===== config.mk =====
export PLATFORM = sky130hd
export DESIGN_NAME = load_mode_ctl
export DESIGN_NICKNAME = d
export VERILOG_FILES = /design/src/rtl/mode_ctl_pkg.sv /design/src/rtl/mc_run_counter.sv /design/src/rtl/mc_dio_gate.sv /design/src/rtl/load_mode_ctl.sv
export SDC_FILE = /design/constraint.sdc
export NUM_CORES = 1
export LEC_CHECK = 0
export BUFFER_PORTS_ARGS = -buffer_cell sky130_fd_sc_hd__buf_2
export CORE_MARGIN = 2
export CORE_UTILIZATION = 39
export DETAILED_ROUTE_END_ITERATION = 10
export PLACE_DENSITY_LB_ADDON = 0.08
export SYNTH_ARGS = -nofsm -noshare
export SYNTH_HDL_FRONTEND = slang
export SYNTH_SLANG_ARGS = --single-unit

===== constraint.sdc =====
create_clock -name clk -period 1.5 [get_ports clk]
set_clock_uncertainty 0.2 [all_clocks]
set_input_delay 0.225 -clock clk [delete_from_list [all_inputs] [get_ports clk]]
set_output_delay 0.225 -clock clk [all_outputs]
set_load 0.01 [all_outputs]

===== src/rtl/mode_ctl_pkg.sv =====
package mode_ctl_pkg;
  typedef enum logic {
    MODE_PWM  = 1'b0,
    MODE_HYST = 1'b1
  } mode_e;
endpackage


===== src/rtl/mc_run_counter.sv =====
// Counts consecutive strobed samples equal to LEVEL while armed.
module mc_run_counter #(
  parameter int RUN_LEN = 8,
  parameter bit LEVEL   = 1'b0
) (
  input  logic clk,
  input  logic rst,
  input  logic arm,
  input  logic stb,
  input  logic smp,
  input  logic clr,
  output logic full
);
  localparam int CW = $clog2(RUN_LEN + 1);
  localparam logic [CW-1:0] LAST = CW'(RUN_LEN - 1);

  logic [CW-1:0] cnt_q;
  logic          match;

  assign match = arm && stb && (smp == LEVEL);
  assign full  = match && (cnt_q == LAST);

  always_ff @(posedge clk) begin
    if (rst || clr || !arm) begin
      cnt_q <= '0;
    end else if (stb) begin
      if (smp == LEVEL) cnt_q <= cnt_q + 1'b1;
      else              cnt_q <= '0;
    end
  end
endmodule


===== src/rtl/mc_dio_gate.sv =====
// Gate drive with diode emulation of the synchronous rectifier.
module mc_dio_gate (
  input  logic clk,
  input  logic rst,
  input  logic emu_en,
  input  logic zc_det,
  input  logic hs_on,
  input  logic ls_req,
  output logic hs_gate,
  output logic ls_gate
);
  logic blk_q;
  logic blk_nxt;

  always_comb begin
    if (!emu_en || hs_on) blk_nxt = 1'b0;
    else if (zc_det)      blk_nxt = 1'b1;
    else                  blk_nxt = blk_q;
  end

  always_ff @(posedge clk) begin
    if (rst) begin
      blk_q   <= 1'b0;
      hs_gate <= 1'b0;
      ls_gate <= 1'b0;
    end else begin
      blk_q   <= blk_nxt;
      hs_gate <= hs_on;
      ls_gate <= ls_req && !blk_nxt;
    end
  end
endmodule


===== src/rtl/load_mode_ctl.sv =====
module load_mode_ctl #(
  parameter int RUN_LEN = 8
) (
  input  logic clk,
  input  logic rst,
  input  logic cyc_stb_i,
  input  logic phase_cmp_i,
  input  logic pwm_cmp_i,
  input  logic hyst_cmp_i,
  input  logic hs_on_i,
  input  logic ls_req_i,
  input  logic zc_det_i,
  output logic hyst_o,
  output logic normal_o,
  output logic pwm_path_o,
  output logic hyst_path_o,
  output logic hs_gate_o,
  output logic ls_gate_o
);
  import mode_ctl_pkg::*;

  localparam int NDIR = 2;

  mode_e            mode_q;
  mode_e            mode_nxt;
  logic [NDIR-1:0]  full;
  logic             flip;

  // Direction d is armed in mode d and counts samples equal to d:
  // d=0 counts lows in PWM mode, d=1 counts highs in hysteretic mode.
  for (genvar d = 0; d < NDIR; d++) begin : g_run
    mc_run_counter #(
      .RUN_LEN (RUN_LEN),
      .LEVEL   (d[0])
    ) u_cnt (
      .clk  (clk),
      .rst  (rst),
      .arm  (mode_q == mode_e'(d[0])),
      .stb  (cyc_stb_i),
      .smp  (phase_cmp_i),
      .clr  (flip),
      .full (full[d])
    );
  end

  assign flip = |full;

  always_comb begin
    mode_nxt = mode_q;
    if (full[0])      mode_nxt = MODE_HYST;
    else if (full[1]) mode_nxt = MODE_PWM;
  end

  always_ff @(posedge clk) begin
    if (rst) begin
      mode_q      <= MODE_PWM;
      normal_o    <= 1'b1;
      pwm_path_o  <= 1'b0;
      hyst_path_o <= 1'b0;
    end else begin
      mode_q      <= mode_nxt;
      normal_o    <= (mode_nxt == MODE_PWM);
      pwm_path_o  <= pwm_cmp_i  && (mode_q == MODE_PWM);
      hyst_path_o <= hyst_cmp_i && (mode_q == MODE_HYST);
    end
  end

  assign hyst_o = (mode_q == MODE_HYST);

  mc_dio_gate u_gate (
    .clk     (clk),
    .rst     (rst),
    .emu_en  (mode_q == MODE_HYST),
    .zc_det  (zc_det_i),
    .hs_on   (hs_on_i),
    .ls_req  (ls_req_i),
    .hs_gate (hs_gate_o),
    .ls_gate (ls_gate_o)
  );
endmodule


==> results of run 1 <==
-- worst min path at each step --
stage,start,endpoint,slack [ps],cells past startpoint
after global routing,zc_det_i,u_gate.blk_q,90,3
after CTS,zc_det_i,u_gate.blk_q,60,3
after floorplan,rst,u_gate.hs_gate,100,1
final,zc_det_i,u_gate.blk_q,70,3
after global placement,hs_on_i,u_gate.blk_q,220,2
after detailed placement,hs_on_i,u_gate.blk_q,230,2
-- flip-flops by register name, summed over array words and instances, names as in the netlist --
signal             cells
hyst_o                 1
pwm_path_o             1
u_gate.hs_gate         1
normal_o               1
g_run.u_cnt.cnt_q      8
u_gate.blk_q           1
hyst_path_o            1
u_gate.ls_gate         1
-- layout by cell type, fill, tap and decap left out, drive strengths merged --
master | netlist | final
inv | 4 | 4
or3 | 1 | 1
a211oi | 1 | 1
nor4 | 1 | 1
and3 | 2 | 2
nor4bb | 1 | 1
nand3b | 2 | 2
clkinv | 0 | 1
a21oi | 6 | 6
nand2b | 4 | 4
nand3 | 5 | 5
dlygate4sd3 | 0 | 5
o311ai | 1 | 1
mux2i | 1 | 1
nand4 | 3 | 3
nor2 | 4 | 4
a31oi | 1 | 1
ha | 2 | 2
nor2b | 1 | 1
o21a | 1 | 1
buf | 2 | 16
nand2 | 2 | 2
a311o | 1 | 1
clkbuf | 0 | 3
dfxtp | 15 | 15
nor3b | 1 | 1
o311a | 1 | 1
o21ai | 2 | 2
-- stage by stage --
stage	power [W]	hold slack [ps]	instances	setup slack (ps)	util
after floorplan	0.0004467	96.61	65	121.5	-
after global placement	0.0004705	223.2	95	49.49	0.4801
after detailed placement	0.0004708	225.4	95	3.337	0.4801
after CTS	0.0007117	63.83	104	23.63	0.5382
after global routing	0.0007398	93.69	104	25.15	0.5382
final	0.0007013	68.27	104	94.40	0.5382
-- layout make-up --
class / instances / area share
inverter: 4 / 0.01852
sequential: 15 / 0.3735
timing repair buffer: 21 / 0.1667
clock buffer: 3 / 0.02778
clock inverter: 1 / 0.006173
multi-input combinational: 44 / 0.3827
tap: 16 / 0.02469
-- worst max-delay path, delay by kind of cell --
| kind | cells | cell delay, ps |
|---|---|---|
| compound gates | 2 | 510 |
| buf+inv | 2 | 690 |
-- per-layer routing --
layer / global-route usage / vias up / part of all wire
li1: - / 284 / -
met1: 0.1537 / 250 / 0.45
met2: 0.2441 / 15 / 0.47
met3: 0.06122 / 2 / 0.069
met4: 0.05455 / 0 / 0.011
met5: 0 / - / 0
-- repair_timing --
item	4_1_cts	5_1_grt
hold endpoints to repair	6	0
pin swaps	1	1
setup endpoints to repair	1	6
hold buffers	5	0
gates resized for setup	5	1
-- cells by family after synthesis --
family	count (synthesis)	synth area share
AOI/OAI and AO/OA	14	0.1707
adders and majority gates	2	0.03968
buffers and inverters	6	0.04364
DFF	15	0.4762
muxes	1	0.01587
and+or+nand+nor	27	0.2540
-- power groups by stage --
stage	Sequential [W]	Clock (W)	Combinational [W]
2_1_floorplan	0.000419	0	0.0000274
3_3_place_gp	0.000416	0	0.0000543
3_5_place_dp	0.000416	0	0.0000547
4_1_cts	0.000407	0.000240	0.0000653
5_1_grt	0.000407	0.000259	0.0000736
6_report	0.000407	0.000229	0.0000655
==> Flow_metrics.wiki, run 1 <==
{| class="wikitable"
! Metric !! Value
|-
| Height of the chip || about 44 um
|-
| Initial antenna violation count || 0
|-
| Global-route wire length before repair || about 2000 um
|-
| Crit Reg-Reg Endpoint || hyst_o
|-
| Worst path cell trace || dlygate4sd3_1 -> buf_2 -> a311o_1 -> a21oi_1
|-
| Worst-margin pin slew || between 300 and 400 ps
|-
| Worst Setup SP || rst
|-
| CORE AREA || approximately 1500 sq um
|-
| Seq/Total Area, Yosys || 0.4762
|-
| RSZ-0062 raised after global routing || false
|-
| Mean area per synthesized cell || a little under 10 sq um
|-
| Port Buffer Count || 14
|-
| Vias per cell || 5.298
|-
| Post-Synthesis Cell Area || about 630 sq um
|-
| Post-Syn Nets || between 70 and 80
|-
| Class of the tightest hold or removal check || in2reg
|-
| Total setup violations reported at the end of the flow || 0
|-
| Startpoint of the lowest-slack register-to-register path || g_run[1].u_cnt.cnt_q[0]
|-
| Critical Path AT || 1430 ps
|-
| Post-synth top area share || 0.4762
|-
| Yosys warning total || 0
|-
| Area delta synth->final || 28.57%
|-
| Critical Path Sink || g_run[0].u_cnt.cnt_q[3]
|-
| Area of the multi-input gates || 310.3 sq um
|-
| Final instance area || 810.8 sq um
|-
| Total power per unit cell area || just under 900 nW/um^2
|-
| GRT Total Usage || 0.1421
|-
| Horizontal extent of the die || 44.21 um
|-
| TritonCTS clock tree || done
|-
| Switch Pwr || roughly 0.00016 W
|-
| Kind of critical path || in2reg
|-
| Setup crit start kind || primary input
|-
| Initial Utilization || 0.4186
|-
| Worst Reg-to-Reg Cells || 4
|-
| Period Utilization, post-route || 0.9371
|-
| Total via count after detailed routing || between 500 and 600
|-
| Top cells by count, synth || dfxtp_1, a21oi_1, nand3_1
|-
| Worst-Skew Late Latency || 280 ps
|-
| Combinational cell fraction of total power || 0.093
|-
| Layout cell share with drive strength beyond 1 || 0.3068
|-
| Antenna Nets Post-Route || 0
|-
| Leakage power || roughly 0.31 nW
|-
| Count of boundary I/O pins || 15
|-
| Seq. cell area || slightly above 300 sq um
|-
| Proportion of power drawn by the clock network || 0.327
|-
| Drt drc || 0
|-
| Switching portion of total power || 0.2331
|-
| Number of register bits inferred by synthesis || 15
|-
| Placed instance area || around 720 sq um
|-
| Post-Route Setup TNS || 0 ps
|-
| Power Internal || between 0.0005 and 0.0006 W
|-
| Outcome || completed
|-
| Crit. End Element || flip-flop
|-
| Final antenna diode count || 0
|-
| Number of rows in the core area || 14
|-
| Detailed-route wire length per cell || ~11 um
|-
| Leading cell types by total area after synthesis || dfxtp_1, a21oi_1, o311ai_4
|-
| TritonRoute pass-1 iters || 4
|-
| Clock-pin slew on the worst setup and hold paths || about 80 ps
|-
| Overflow left after global routing || 0
|-
| Number of buffers on the longest clock path || 2
|-
| Via count of the first global-routing pass || 488
|-
| Net total in the final layout || 100
|-
| Portion of total power attributed to sequential cells || 0.580
|-
| Fill cell count || ~140
|-
| Max cap viols || 0
|-
| Synth cell types || 26
|-
| Fin. max-slew vios || 0
|-
| Maximum achievable frequency || between 700 and 800 MHz
|-
| Number of synthesized flops with an enable pin || 0
|-
| Data required, critical path || roughly 1500 ps
|-
| Area enclosed by the die boundary || slightly below 2000 sq um
|-
| Post-CTS setup buffer count || 0
|-
| Count of H-tree levels built during CTS || 1
|-
| Library cell with the highest instance count after synthesis || dfxtp_1
|-
| DRC marker count from the first detailed-route iteration || 5
|-
| Max incr delay on CP || about 530 ps
|-
| Dominant cell type by area after synthesis || dfxtp_1
|-
| Pin count of the biggest net entering global routing || 12
|-
| Worst-path cell with the longest stage delay || dlygate4sd3_1
|-
| Max-slew headroom || 0.7711
|-
| Total detailed-routing wirelength || between 1000 and 1500 um
|-
| Synth async-reset ratio || 0
|-
| Top_reg_cell synth || dfxtp_1
|-
| Worst Path Max Fanout || 6
|-
| Total clock sinks || 15
|-
| Post-layout minimum cycle time || between 1000 and 1500 ps
|-
| Detailed-placement wirelength estimate || ~830 um
|-
| Cells after Synth || between 60 and 70
|-
| Maximum vdd ir drop || between 0.0006 and 0.0007 V
|-
| Routability congestion estimate || ~0.83
|-
| TritonCTS buffer count || 3
|-
| CTS root buffer || clkbuf_4
|-
| Final hold violation count || 0
|-
| Register-to-register path setup slack || 90 ps
|}
Power figures use the tool's default switching activity.
==> run 2, diff against run 1 <==
SYNTH_HIERARCHICAL = 1   (was unset)
==> run 2 against run 1 <==
Net effect: the flow now finishes with violations (setup timing); non-clock buffer count is 12 higher; critical path depth is 3 higher; via count is 12% higher; hold slack hardly changed; sequential power hardly changed; sequential cell count stayed put; synthesized area is 0.99% lower; critical endpoint is now g_run[1].u_cnt/cnt_q[3]; largest cell class unchanged.
==> Flow_metrics.wiki, run 2 <==
{| class="wikitable"
! Metric !! Value
|-
| Pre-CTS WS || -71.73 ps (-75.07 ps)
|-
| Worst-path cell with the longest stage delay || dfxtp_2
|-
| Mean area per synthesized cell || 8.794 sq um (-9.4%)
|-
| Post-layout worst setup margin || -8.956 ps (-103.4 ps)
|-
| Critical Path AT || 1510 ps (+80 ps)
|-
| Synth cell types || 26 (unchanged)
|-
| Worst-margin pin slew || 224.9 ps (-117.7 ps)
|-
| Leakage power || 0.4212 nW (+34%)
|-
| Routability congestion estimate || 0.7323 (-12%)
|-
| Horizontal extent of the die || 44.01 um (-0.45%)
|-
| Post-Syn Nets || 82 (+7.9%)
|-
| Area enclosed by the die boundary || 1937 sq um (-0.90%)
|-
| Yosys warning total || 6 (+6)
|-
| Post-Synthesis Cell Area || 624.3 sq um (-0.99%)
|-
| Leading cell types by total area after synthesis || dfxtp_1, a21oi_1, nand3_1
|-
| Placed instance area || 839.6 sq um (+16%)
|-
| Detailed-placement wirelength estimate || 1054 um (+27%)
|-
| Top_reg_cell synth || dfxtp_1
|-
| Most flops, register || g_run.u_cnt/cnt_q
|-
| Top cells by count, synth || dfxtp_1, nor2_1, a21oi_1, nand2_1, nand3_1
|-
| Overflow left after global routing || 0 (unchanged)
|-
| Initial Utilization || 0.4145 (-0.004153)
|-
| Worst path cell trace || ha_4 -> nand3_2 -> nor3_2 -> or2_4 -> nor2_4 -> nand2_4 -> a31oi_1
|-
| Seq/Total Area, Yosys || 0.4810 (+0.004771)
|-
| Kind of critical path || reg2reg
|-
| Height of the chip || 44.01 um (-0.45%)
|-
| RSZ-0062 raised after global routing || true
|-
| Area delta synth->final || 60.32%
|-
| Post-Route Setup TNS || -8.956 ps (-8.956 ps)
|-
| Number of buffers on the longest clock path || 2 (unchanged)
|-
| Worst-Skew Late Latency || 270 ps (about the same)
|-
| Most frequent standard cell in the layout excluding fill and tap cells || buf_4
|-
| Max cap viols || 0 (unchanged)
|-
| Maximum vdd ir drop || 0.0004845 V (-22%)
|-
| Number of synthesized flops with an enable pin || 0 (unchanged)
|-
| Cells after Synth || 71 (+9.2%)
|-
| Total power per unit cell area || 720.1 nW/um^2 (-17%)
|-
| TritonRoute pass-1 iters || 4 (unchanged)
|-
| Library cell with the highest instance count after synthesis || dfxtp_1
|-
| Fin. max-slew vios || 0 (unchanged)
|-
| Cell type group with the largest total delay on the critical path || simple AND/OR/NAND/NOR gates
|-
| Count of H-tree levels built during CTS || 1 (unchanged)
|-
| Drt drc || 0 (unchanged)
|-
| GRT Total Usage || 0.1593 (+0.01715)
|-
| Total setup violations reported at the end of the flow || 1 (+1)
|-
| Port Buffer Count || 14 (unchanged)
|-
| Layout cell share with drive strength beyond 1 || 0.5000 (+0.1932)
|-
| Initial antenna violation count || 0 (unchanged)
|-
| Violations in the final reports || setup timing
|-
| Top library cells by usage in the layout, fill and taps aside || buf_4, buf_2, dfxtp_1
|-
| Maximum achievable frequency || 662.7 MHz (-6.8%)
|-
| Period Utilization, post-route || 1.006 (+0.06891)
|-
| Fill cell count || 124 (-14%)
|-
| Number of placed instances, taps included || 116 (+22%)
|-
| Final instance area || 1001 sq um (+23%)
|-
| Data required, critical path || 1510 ps (about the same)
|-
| Crit. End Element || flip-flop
|-
| Setup crit start kind || flip-flop
|-
| Total clock sinks || 15 (unchanged)
|-
| Class of the tightest hold or removal check || in2reg
|-
| Post-layout minimum cycle time || 1509 ps (+103.4 ps)
|-
| Max-slew headroom || 0.8490 (+0.07791)
|-
| CTS root buffer || clkbuf_4
|-
| Final hold violation count || 0 (unchanged)
|-
| TritonCTS buffer count || 3 (unchanged)
|-
| Final antenna diode count || 0 (unchanged)
|-
| Worst Path Buf+Inv || 0 (-2)
|-
| CORE AREA || 1506 sq um (unchanged)
|-
| Total via count after detailed routing || 615 (+12%)
|-
| Detailed-route wire length per cell || 11.55 um (+1.8%)
|-
| Dominant cell type by area after synthesis || dfxtp_1
|-
| Max incr delay on CP || 340 ps (-190 ps)
|-
| Antenna Nets Post-Route || 0 (unchanged)
|-
| Total detailed-routing wirelength || 1432 um (+21%)
|-
| DRC marker count from the first detailed-route iteration || 2 (-3)
|-
| Power, Total || 0.0007208 W (+2.8%)
|-
| Post-synth top area share || 0.4810 (+0.004771)
|-
| Number of non-filler instances in the completed layout || 124 (+19%)
|-
| Synth async-reset ratio || 0 (unchanged)
|-
| Pin count of the biggest net entering global routing || 10 (-2)
|-
| Outcome || complete, but fails checks
|-
| Worst Path Max Fanout || 4 (-2)
|-
| Via count of the first global-routing pass || 579 (+19%)
|-
| Vias per cell || 4.960 (-6.4%)
|-
| TritonCTS clock tree || done
|-
| Count of boundary I/O pins || 15 (unchanged)
|-
| Clock-pin slew on the worst setup and hold paths || 90 ps (about the same)
|-
| Net total in the final layout || 120 (+20%)
|-
| Number of rows in the core area || 14 (unchanged)
|-
| Number of flip-flops in the largest register || 8 (unchanged)
|-
| Global-route wire length before repair || 2283 um (+15%)
|-
| Number of register bits inferred by synthesis || 15 (unchanged)
|}
[run 2: cell types whose count changed in the layout (fill, tap and decap cells not counted), moves of 3 or more]
cell,before,now
dfxtp_1,13,10
nand2b_1,4,0
buf_4,2,15
nand4_1,3,0
[run 2: through the flow]
step | utilization | hold WS [ps]
floorplan | - | 96.61
global placement | 0.5573 | 221.1
detailed placement | 0.5573 | 230.0
CTS | 0.6304 | 21.99
global route | 0.6645 | 72.23
finish | 0.6645 | 68.52
[run 2: what timing repair did]
action,in CTS,in global routing
endpoints found under the setup margin,8,9
setup buffers,0,0
hold endpoints to repair,4,0
gates resized for setup,10,12
pin swaps,4,6
hold buffers,4,0
[run 2: per-layer routing]
metal	vias up	track usage	part of all wire
met2	5	0.2618	0.50
met1	279	0.1979	0.47
li1	329	-	-
met3	2	0.03673	0.022
met5	-	0	0
met4	0	0.07273	0.0063
[run 2: cell families after synthesis]
logic type,Yosys count,synth area share
flops,15,0.4810
mux,1,0.01803
buf+inv,5,0.03005
compound gates,14,0.1363
fa+ha+maj,2,0.04007
simple gates,34,0.2946
[run 2: cell type report]
cell class                      count  area, sq um  area share
Inverter                            5        18.77     0.01875
Clock buffer                        3        22.52     0.02250
Clock inverter                      1        5.005    0.005000
Multi-Input combinational cell     51        402.9      0.4025
Timing Repair Buffer               33        222.7      0.2225
Sequential cell                    15        309.0      0.3087
Tap cell                           16        20.02     0.02000
[run 2: final timing paths]
path / startpoint / end / slack (ps) / cells past startpoint
worst max-delay path: g_run[1].u_cnt/cnt_q[1] / g_run[1].u_cnt/cnt_q[3] / -9 / 7
worst min-delay path: rst / hyst_path_o / 70 / 2
worst max register to register: g_run[1].u_cnt/cnt_q[1] / g_run[1].u_cnt/cnt_q[3] / -9 / 7
worst min register to register: hyst_o / g_run[1].u_cnt/cnt_q[0] / 320 / 2
[run 2: power by group]
part	leakage [nW]	switching, W	internal (W)
clock network	0.0177	0.000131	0.0000987
registers	0.125	0.00000301	0.000403
logic	0.279	0.0000403	0.0000451
total	0.421	0.000174	0.000547
